$ cat config.mk
export PLATFORM = sky130hd
export DESIGN_NAME = quad_decoder
export DESIGN_NICKNAME = d
export VERILOG_FILES = /design/src/rtl/quad_decoder.sv
export SDC_FILE = /design/constraint.sdc
export NUM_CORES = 1
export LEC_CHECK = 0
export BUFFER_PORTS_ARGS = -buffer_cell sky130_fd_sc_hd__buf_2
export CORE_MARGIN = 2
export CORE_UTILIZATION = 35
export CTS_CLUSTER_DIAMETER = 60
export DETAILED_ROUTE_END_ITERATION = 12
export PLACE_DENSITY_LB_ADDON = 0.2
export SETUP_SLACK_MARGIN = 0.3
export SLEW_MARGIN = 20
export SYNTH_ARGS = -nofsm -noshare
export SYNTH_HDL_FRONTEND = slang
export SYNTH_SLANG_ARGS = --single-unit
$ cat constraint.sdc
create_clock -name clk -period 2.99 [get_ports clk]
set_clock_uncertainty 0.1 [all_clocks]
set_input_delay 0.598 -clock clk [delete_from_list [all_inputs] [get_ports clk]]
set_output_delay 0.598 -clock clk [all_outputs]
set_load 0.01 [all_outputs]
$ cat src/rtl/quad_decoder.sv
module quad_decoder #(
  parameter int CW    = 32,
  parameter int FW    = 21,
  parameter int NFLAG = 4
) (
  input  logic             clk,
  input  logic             rst_n,
  input  logic             enable,
  input  logic             cfg_we,
  input  logic [CW-1:0]    cfg_ceiling,
  input  logic [FW-1:0]    cfg_flt_len,
  input  logic             cfg_flt_en,
  input  logic             cfg_rst_on_ceil,
  input  logic [1:0]       cfg_idx_gate,
  input  logic             cfg_inv_a,
  input  logic             cfg_inv_b,
  input  logic             cfg_inv_idx,
  input  logic             cfg_swap,
  input  logic [NFLAG-1:0] cfg_irq_en,
  input  logic [NFLAG-1:0] flag_clr,
  input  logic             in_a,
  input  logic             in_b,
  input  logic             in_idx,
  output logic [CW-1:0]    count,
  output logic             dir_up,
  output logic [NFLAG-1:0] flags,
  output logic             irq
);
  localparam int FCW = FW + 1;

  logic [CW-1:0]    ceil_q;
  logic [FW-1:0]    flt_len_q;
  logic             flt_en_q, rmode_q, swap_q;
  logic [1:0]       gate_q;
  logic [2:0]       inv_q;
  logic [NFLAG-1:0] irq_en_q;

  always_ff @(posedge clk or negedge rst_n)
    if (!rst_n) begin
      ceil_q    <= '1;
      flt_len_q <= '0;
      flt_en_q  <= 1'b0;
      rmode_q   <= 1'b1;
      swap_q    <= 1'b0;
      gate_q    <= '0;
      inv_q     <= '0;
      irq_en_q  <= '0;
    end else if (cfg_we) begin
      irq_en_q <= cfg_irq_en;
      if (!enable) begin
        ceil_q    <= cfg_ceiling;
        flt_len_q <= cfg_flt_len;
        flt_en_q  <= cfg_flt_en;
        rmode_q   <= cfg_rst_on_ceil;
        swap_q    <= cfg_swap;
        gate_q    <= cfg_idx_gate;
        inv_q     <= {cfg_inv_idx, cfg_inv_b, cfg_inv_a};
      end
    end

  logic [2:0]     s1, s2, filt_q;
  logic [FCW-1:0] fcnt [3];
  logic [FCW-1:0] flim;
  assign flim = {1'b0, flt_len_q} + FCW'(1);

  always_ff @(posedge clk or negedge rst_n)
    if (!rst_n) begin
      s1 <= '0;
      s2 <= '0;
      filt_q <= '0;
      for (int i = 0; i < 3; i++) fcnt[i] <= '0;
    end else begin
      s1 <= {in_idx, in_b, in_a};
      s2 <= s1;
      for (int i = 0; i < 3; i++) begin
        if (!flt_en_q || s2[i] == filt_q[i] || fcnt[i] == flim) begin
          filt_q[i] <= s2[i];
          fcnt[i]   <= '0;
        end else begin
          fcnt[i] <= fcnt[i] + FCW'(1);
        end
      end
    end

  logic [2:0] pol;
  logic       ph_a, ph_b, ph_i, pa, pb, pi;
  assign pol  = filt_q ^ inv_q;
  assign ph_a = swap_q ? pol[1] : pol[0];
  assign ph_b = swap_q ? pol[0] : pol[1];
  assign ph_i = pol[2];

  always_ff @(posedge clk or negedge rst_n)
    if (!rst_n) {pa, pb, pi} <= '0;
    else        {pa, pb, pi} <= {ph_a, ph_b, ph_i};

  logic da, db, perr, step, up, idx_hit;
  assign da      = ph_a ^ pa;
  assign db      = ph_b ^ pb;
  assign perr    = da & db;
  assign step    = da ^ db;
  assign up      = da ? (ph_a ^ ph_b) : ~(ph_a ^ ph_b);
  assign idx_hit = !rmode_q && ph_i && !pi && ({ph_a, ph_b} == gate_q) && !perr;

  logic [NFLAG-1:0] set;

  always_ff @(posedge clk or negedge rst_n)
    if (!rst_n) begin
      count  <= '0;
      dir_up <= 1'b1;
    end else if (!enable) begin
      count <= '0;
    end else if (idx_hit) begin
      count <= '0;
    end else if (step) begin
      dir_up <= up;
      if (up) count <= (count == ceil_q) ? '0 : count + CW'(1);
      else    count <= (count == '0) ? ceil_q : count - CW'(1);
    end

  always_comb begin
    set = '0;
    if (enable) begin
      set[0] = perr;
      if (idx_hit) begin
        set[1] = !dir_up;
        set[2] = dir_up;
      end else if (step) begin
        set[1] = !up && (count == '0);
        set[2] = up && (count == ceil_q);
        set[3] = up != dir_up;
      end
    end
  end

  always_ff @(posedge clk or negedge rst_n)
    if (!rst_n) flags <= '0;
    else        flags <= (flags & ~flag_clr) | set;

  assign irq = |(flags & irq_en_q);
endmodule

==> impl_metrics.ini, run 1 <==
[status]
run_status = completed

[worst_setup_path]
path_buf_inv = 3
worstPathRequired_ns = 3.19
path_depth = 11
start_kind = flip-flop
worstReg2RegEnd = fcnt[10]
r2r-start = flt_len_q[1]
critPathTopFamily = simple AND/OR/NAND/NOR gates
worst-path-max-fanout = 5
endpoint = fcnt[10]
slowest_delay_ns = 0.50
rrSetupSlack_ns = 0.13
worstPathCellList = ha_4, nand4_4, or4_4, nor3_4, xnor3_1, o2111ai_2, nor4_4, buf_4, buf_12, buf_16, nor3_1
end_kind = flip-flop
startpoint = flt_len_q[1]
r2r_cells = 11
critPathKind = flip-flop to flip-flop
cpMaxStageDelayCell = or4_4
cp.arrival_ns = 3.06

[timing]
grt_setup_unrepaired = yes
final_hold_viol_count = 0
timing.setup.tns_ns = 0
max_freq_ghz = 0.350
timing.final.max_slew_violations = 0
max-slew-margin-rel = 0.322
setup_slack_ns = 0.134
worst_pin_slew_ns = 1.01
period_share = 0.955
setup_viol = 0
min_period_ns = 2.86

[final_layout]
syn_to_final_growth_pct = 35.0
fin_cells = 2073
final_design_area_no_fill_um2 = 16700
n_fill_cell = 3275
drive_gt1_frac = 0.409
fin_nets = 1689
diodes = 0

[logic_synthesis]
yosys_warnings = 0
yosysTopAreaCell = dfrtp_1
synth_edf_count = 0
synthCells = 1349
ys_ff_latch = 180
yosysUniqueCellTypes = 86
synth_fp_nets = 1433
avgSynthCellArea_um2 = 9.14
synth.most_common_cell = dfrtp_1
synthTopCellsByCount = dfrtp_1, xnor2_1, nand2_1
synth.area.top_cells = dfrtp_1, xnor2_1, dfstp_2
ys_seq_area_frac = 0.369
async_flop_share = 1.00
synth_top_cell_area_share = 0.296
mappedNetlistArea_um2 = 12300
ys.flop_type = dfrtp_1

[global_routing]
grt_pass1_wl_um = 64400
grt_pass1_vias = 11200
track_usage = 0.228
grt_antenna_before_repair = 0
grt_max_degree = 68
grt_overflow = 0

[floorplanning]
coreArea_um2 = 34600
die_x_um = 192
start_util = 0.356
ios = 114
die_h_um = 192
dieArea_um2 = 36800
rows = 68

[routing]
dr.pass1.iters = 5
drc = 0
routed_wl_um = 41700
num_vias = 11700
drtIter0Drc = 1098
post_drt_wl_per_cell_um = 20.1
antenna_left = 0
vias_per_cell = 5.62

[pwr]
ir_drop_v = 0.000486
power_density_nw_per_um2 = 785
finalPower_mw = 13.1
p_leak_nw = 6.71

[clock_tree]
cts_sinks = 180
clk_path_buf_depth = 2
cts_tree = done
htree_levels = 4
insertion_delay_ns = 0.47
root_buffer = clkbuf_16
clk_pin_slew_ns = 0.08
cts_buffers = 17

[place]
placed_area_um2 = 14400
dpl.hpwl_um = 29700
io_buffers = 113
place_ws_ns = 0.0388
routabilityCongestion = 0.884
place_inst = 1959

[flow_run]
maxCapViolations = 0

[hold_path]
worstHoldPathType = input port to asynchronous set/reset pin
[how the worst min path moves through the flow]
stage | to | slack (ns)
after CTS | fcnt[49] | 0.05
final | s2[0] | 0.04
after detailed placement | s2[2] | 0.24
after floorplan | count[0] | 0.20
after global routing | s1[0] | 0.08
after global placement | s2[0] | 0.24
[power by group]
part,switching [mW],internal [mW],total (mW)
sequential,0.391,2.82,3.21
combinational,4.12,3.39,7.52
clock,1.14,1.21,2.35
total,5.65,7.42,13.1
[logic make-up (layout without fill, tap and decap cells)]
| kind of cell | after synthesis | after routing | share of synthesized area |
|---|---|---|---|
| adders and majority gates | 9 | 9 | 0.00893 |
| DFF | 180 | 180 | 0.369 |
| AOI/OAI and AO/OA | 214 | 214 | 0.122 |
| and+or+nand+nor | 554 | 554 | 0.250 |
| buffers and inverters | 141 | 410 | 0.0489 |
| xor gates and xnor gates | 183 | 183 | 0.140 |
| muxes | 68 | 68 | 0.0614 |
[routing by layer]
metal,global-route usage,routed length (um)
met1,0.335,19900
met2,0.343,18400
met3,0.0406,2760
met4,0.0589,644
met5,0,0
[flip-flops by register name, indices dropped and copies added, names as in the netlist, 2 cells and up]
signal and count:
flags 4, gate_q 2, count 32, filt_q 3
flt_len_q 21, s1 3, fcnt 66, s2 3
irq_en_q 4, inv_q 3, ceil_q 32
[metrics by stage]
stage / util / hold WS, ns
CTS: 0.460 / 0.0534
detailed placement: 0.415 / 0.242
floorplan: - / 0.202
global route: 0.481 / 0.0780
global placement: 0.415 / 0.238
finish: 0.481 / 0.0418
[cell usage in the layout (no fill, tap or decap), drive strengths merged, types with 6 or more instances in the layout]
| cell type | Yosys | routed |
|---|---|---|
| buf | 35 | 334 |
| dfrtp | 146 | 146 |
| xnor2 | 117 | 117 |
| nand2 | 99 | 99 |
| nor3 | 97 | 97 |
| nor2 | 87 | 87 |
| nand3 | 70 | 70 |
| mux2 | 61 | 61 |
| xor2 | 57 | 57 |
| nand4 | 57 | 57 |
| inv | 42 | 50 |
| o21ai | 39 | 39 |
| a21oi | 35 | 35 |
| dfstp | 34 | 34 |
| nor4 | 26 | 26 |
| clkbuf | 64 | 20 |
| and3 | 19 | 19 |
| or3 | 18 | 18 |
| nor2b | 14 | 14 |
| a211oi | 14 | 14 |
| o31ai | 12 | 12 |
| or4 | 12 | 12 |
| and4 | 11 | 11 |
| o22ai | 10 | 10 |
| a31oi | 10 | 10 |
| xnor3 | 9 | 9 |
| o211ai | 9 | 9 |
| a21o | 8 | 8 |
| nand2b | 8 | 8 |
| ha | 8 | 8 |
| mux2i | 7 | 7 |
| or2 | 7 | 7 |
| nor3b | 7 | 7 |
| a22o | 6 | 6 |
| a2111oi | 6 | 6 |
| and2 | 6 | 6 |
[timing repair]
action                                  4_1_cts  5_1_grt
pin swaps                                    71       57
resized for setup                           107      131
buffers inserted                             48       25
gates cloned                                  9        0
endpoints found under the hold margin         0        0
hold buffers                                  0        0
endpoints found under the setup margin       98      100
[cell type report]
| class | instances | area (um^2) | share of cell area |
|---|---|---|---|
| multi-input cells | 1028 | 8130 | 0.488 |
| flip-flops and latches | 180 | 4560 | 0.274 |
| repair buffers | 336 | 2640 | 0.158 |
| well taps | 455 | 569 | 0.0342 |
| clock buffers | 18 | 439 | 0.0264 |
| clock inverters | 14 | 159 | 0.00954 |
| inverters | 42 | 158 | 0.00947 |
No activity file was read; power rests on OpenSTA's default activity.
==> run 2, diff against run 1 <==
CORE_UTILIZATION = 66   (was 35)
CTS_BUF_LIST = sky130_fd_sc_hd__clkbuf_16   (was unset)
clock period = 3.6 ns   (was 2.99 ns; I/O delays follow)
==> run 2 against run 1 <==
Net effect:
- routed wire length shrank 13%
- die area shrank 46%
- maximum frequency shrank 13%
- via count is 2.6% lower
- sequential cell count did not move
- utilization up 28 points
- worst setup slack better by 0.19 ns
- first-iteration DRC count rose by 22%
- critical path depth decreased by 2
- clock power shrank 21%
- hold slack improved by 0.16 ns
- highest routed layer unchanged
==> impl_metrics.ini, run 2 (synthesis gave the netlist of run 1 again) <==
[floorplanning]
start_util = 0.680
die_h_um = 141
dieArea_um2 = 19800
die_x_um = 141
coreArea_um2 = 18100
rows = 49
ios = 114

[global_routing]
track_usage = 0.365
grt_pass1_wl_um = 57400
grt_antenna_before_repair = 0
grt_overflow = 0
grt_pass1_vias = 10700
grt_max_degree = 91

[final_layout]
largest_register_ffs = 66
n_fill_cell = 1284
final_common_cell = dfrtp_1
drive_gt1_frac = 0.236
largest_register = fcnt
diodes = 0
fin_cells = 1684
syn_to_final_growth_pct = 12.3
largestRegisters = fcnt (66), ceil_q (32), count (32)
fin_nets = 1526
mostFrequentLayoutCells = dfrtp_1, xnor2_1, buf_2

[status]
run_status = completed

[place]
dpl.hpwl_um = 26600
routabilityCongestion = 0.988
place_inst = 1651
io_buffers = 113

[timing]
timing.final.max_slew_violations = 0
timing.setup.tns_ns = 0
setup_viol = 0
min_period_ns = 3.27
max_freq_ghz = 0.305
worst_pin_slew_ns = 0.918
period_share = 0.910
max-slew-margin-rel = 0.382
grt_setup_unrepaired = yes
final_hold_viol_count = 0

[worst_setup_path]
cp.arrival_ns = 3.47
start_kind = flip-flop
worstReg2RegEnd = filt_q[1]
worstPathRequired_ns = 3.80
end_kind = flip-flop
worst-path-max-fanout = 12
critPathKind = flip-flop to flip-flop
r2r-start = flt_len_q[6]
rrSetupSlack_ns = 0.33
r2r_cells = 9

[routing]
num_vias = 11300
wl_met3_um = 3170
routed_wl_um = 36100
drc = 0
wl_met1_um = 14400
drtIter0Drc = 1338
wl_met2_um = 16700
top_layer = met4
vias_per_cell = 6.74
post_drt_wl_per_cell_um = 21.4
antenna_left = 0
dr.pass1.iters = 6

[pwr]
power_density_nw_per_um2 = 655
ir_drop_v = 0.000419
finalPower_mw = 9.06
p_leak_nw = 5.64

[clock_tree]
htree_levels = 4
cts_tree = done
clk_pin_slew_ns = 0.08
clk_path_buf_depth = 2
cts_sinks = 180
root_buffer = clkbuf_16
cts_buffers = 17
insertion_delay_ns = 0.45
cts_hold_buffers = 0

[hold_path]
worstHoldPathType = input port to asynchronous set/reset pin

[flow_run]
maxCapViolations = 0
-- run 2: area by class of cell --
cell class | count | area, um^2 | area share
multi-input combinational | 1028 | 7250 | 0.523
sequential | 180 | 4550 | 0.329
timing repair buffer | 173 | 1040 | 0.0749
clock buffer | 17 | 425 | 0.0307
tap | 229 | 287 | 0.0207
inverter | 42 | 158 | 0.0114
clock inverter | 15 | 143 | 0.0103
-- run 2: worst max path at each step --
stage	from	end	cells past startpoint
finish	flt_len_q[6]	filt_q[1]	9
detailed placement	flt_len_q[4]	filt_q[1]	8
global placement	flt_len_q[4]	filt_q[1]	8
CTS	flt_len_q[6]	filt_q[1]	9
global route	flt_len_q[6]	filt_q[1]	9
floorplan	flt_len_q[1]	fcnt[33]	11
-- run 2: timing repair --
action,4_1_cts,5_1_grt
gates resized for setup,4,5
endpoints found under the setup margin,27,57
endpoints found under the hold margin,0,0
setup buffers,0,1
pin swaps,0,1
-- run 2: where the power goes --
| group | internal, mW | leakage [nW] | total (mW) | switching [mW] |
|---|---|---|---|---|
| Clock | 0.916 | 0.273 | 1.85 | 0.936 |
| Combinational | 1.74 | 3.08 | 4.41 | 2.67 |
| Sequential | 2.33 | 2.28 | 2.80 | 0.468 |
| Total | 4.99 | 5.64 | 9.06 | 4.08 |
-- run 2: worst max-delay path, cell delays in order, from the launching register on --
cell	delay, ns
dfrtp_1	0.52
buf_4	0.20
nand4_4	0.18
nor4_4	0.46
o32ai_1	0.15
nor4_1	0.41
o2111ai_1	0.32
nor4_4	0.37
buf_4	0.26
o221ai_1	0.14
-- run 2: per-stage QoR --
step | area, um^2 | utilization | worst slack, ns | hold slack, ns
after detailed placement | 13200 | 0.730 | 0.185 | 0.242
after CTS | 13800 | 0.762 | 0.336 | 0.259
after floorplan | 12300 | - | 0.583 | 0.231
after global placement | 13200 | 0.730 | 0.274 | 0.232
after global routing | 13800 | 0.763 | 0.240 | 0.262
final | 13800 | 0.763 | 0.325 | 0.206
-- run 2: routing by layer --
layer,vias to the layer above,GRT usage
met5,-,0
met4,0,0.172
met3,166,0.0710
met2,624,0.587
met1,5469,0.481
li1,5089,-
==> run 3, diff against run 2 <==
CORE_MARGIN = unset   (was 2)
CORE_UTILIZATION = 61   (was 66)
clock period = 3.2 ns   (was 3.6 ns; I/O delays follow)
==> run 3 against run 2 <==
Net effect:
- sequential cell count is the same
- critical path depth grew 1
- worst setup slack lost 0.094 ns
- sequential power grew 8.6%
- sequential share of layout area shrank 2.9 points
- largest cell class unchanged
- design area grew 9.8%
- hold slack lost 0.067 ns
- routed wire length grew 11%
- highest routed layer unchanged
- first-iteration DRC count grew 9.9%
- maximum frequency grew 10%
==> impl_metrics.ini, run 3 (synthesis gave the netlist of run 1 again) <==
[status]
run_status = completed

[place]
io_buffers = 113
routabilityCongestion = 0.974
place_inst = 1725
dpl.hpwl_um = 26900
place_ws_ns = 0.123

[worst_setup_path]
r2r-start = flt_len_q[0]
rrSetupSlack_ns = 0.23
r2r_cells = 10
start_kind = flip-flop
cp.arrival_ns = 3.14
end_kind = flip-flop
worstPathCellList = buf_6, nand4_4, or4_4, or2_4, xor2_1, nand4_1, nor4_4, buf_6, buf_8, nor3_2
worst-path-max-fanout = 6
timing.critical_path.mode_cell = buf_6
critPathKind = flip-flop to flip-flop
worstPathRequired_ns = 3.37
cpMaxStageDelayCell = or4_4
slowest_delay_ns = 0.63
worstReg2RegEnd = fcnt[40]

[timing]
period_share = 0.928
max-slew-margin-rel = 0.0549
grt_setup_unrepaired = yes
max_freq_ghz = 0.337
min_period_ns = 2.97
timing.final.max_slew_violations = 0
setup_slack_ns = 0.231
timing.setup.tns_ns = 0
setup_viol = 0
worst_pin_slew_ns = 1.41
final_hold_viol_count = 0

[global_routing]
grt_pass1_vias = 10600
grt_pass1_wl_um = 58100
grt_antenna_before_repair = 0
grt_overflow = 0
track_usage = 0.370
grt_max_degree = 90

[final_layout]
mostFrequentLayoutCells = dfrtp_1, buf_4, buf_2
drive_gt1_frac = 0.324
final_common_cell = dfrtp_1
largest_register = fcnt
syn_to_final_growth_pct = 23.3
largest_register_ffs = 66
fin_nets = 1618
diodes = 0
fin_cells = 1812
final_util = 0.774
largestRegisters = fcnt (66), ceil_q (32), count (32)

[pwr]
p_leak_nw = 6.26
ir_drop_v = 0.000423
intPower_mw = 6.13
power_frac_comb = 0.535
swShare = 0.445
p_seq_frac = 0.275
p_sw_mw = 4.91
pwr-share-clk = 0.189
power_density_nw_per_um2 = 726

[routing]
routed_wl_um = 39900
dr.pass1.iters = 5
post_drt_wl_per_cell_um = 22.0
antenna_left = 0
drtIter0Drc = 1471
vias_per_cell = 6.65
drc = 0
num_vias = 12100

[clock_tree]
htree_levels = 4
cts_tree = done
root_buffer = clkbuf_16
cts_sinks = 180
clk_path_buf_depth = 2
insertion_delay_ns = 0.45
cts_hold_buffers = 0
clk_pin_slew_ns = 0.07
cts_buffers = 17

[floorplanning]
die_h_um = 144
coreArea_um2 = 19700
die_x_um = 144
rows = 51
ios = 114
dieArea_um2 = 20800
start_util = 0.628

[hold_path]
worstHoldPathType = input port to asynchronous set/reset pin

[flow_run]
maxCapViolations = 0
run 3: cell count changes in the layout (fill, tap and decap cells not counted), moves of 7 or more:
cell / change
buf_12: +7
buf_4: +70
buf_6: +12
dfrtp_1: -8
dfrtp_2: +8
nor2_1: -8
nor2_2: +7
nor3_1: -22
nor3_2: +11
nor3_4: +11
run 3: worst max-delay path by stage:
stage / start / endpoint / slack (ns) / depth (start not counted)
after floorplan: flt_len_q[1] / fcnt[53] / 0.31 / 11
after global routing: flt_len_q[10] / fcnt[3] / 0.13 / 11
after CTS: flt_len_q[0] / fcnt[27] / 0.29 / 10
final: flt_len_q[0] / fcnt[40] / 0.23 / 10
after global placement: filt_q[1] / count[19] / 0.18 / 9
after detailed placement: flt_len_q[2] / fcnt[39] / 0.12 / 8
run 3: final cells by class:
type                            instances  area [um^2]
Tap cell                              265          332
Multi-Input combinational cell       1028         7690
Clock inverter                         14          116
Clock buffer                           18          450
Fill cell                            1381         4450
Sequential cell                       180         4560
Timing Repair Buffer                  265         1900
Inverter                               42          158
run 3: per-stage QoR:
step / area, um^2 / power [mW] / hold WS, ns
2_1_floorplan: 12400 / 6.39 / 0.231
3_3_place_gp: 13600 / 8.10 / 0.236
3_5_place_dp: 13600 / 8.18 / 0.238
4_1_cts: 14300 / 10.4 / 0.179
5_1_grt: 15200 / 11.5 / 0.190
6_report: 15200 / 11.0 / 0.139
run 3: worst max-delay path: cells and delay by family (launching register included):
kind | cells | cell delay [ns]
xor gates and xnor gates | 1 | 0.13
buffers and inverters | 3 | 0.49
and+or+nand+nor | 6 | 1.66
DFF | 1 | 0.40
run 3: layer usage:
layer,vias up,wire length (um),share of wire,GRT usage
li1,5274,-,-,-
met1,5869,16500,0.41,0.546
met2,801,17500,0.44,0.527
met3,111,4760,0.12,0.0937
met4,0,1100,0.027,0.116
met5,-,0,0,0
run 3: power groups by stage:
stage                     Combinational [mW]  Sequential [mW]  Clock [mW]
after global routing                    6.28             3.08        2.18
after global placement                  5.07             3.03           0
after floorplan                         3.45             2.94           0
after CTS                               5.31             3.01        2.09
final                                   5.91             3.04        2.09
after detailed placement                5.14             3.04           0
run 3: repair_timing:
action | in CTS | in global routing
pin swaps | 5 | 53
cloned | 0 | 4
endpoints found under the hold margin | 0 | 0
buffers inserted | 6 | 45
endpoints found under the setup margin | 86 | 93
gates resized for setup | 21 | 95
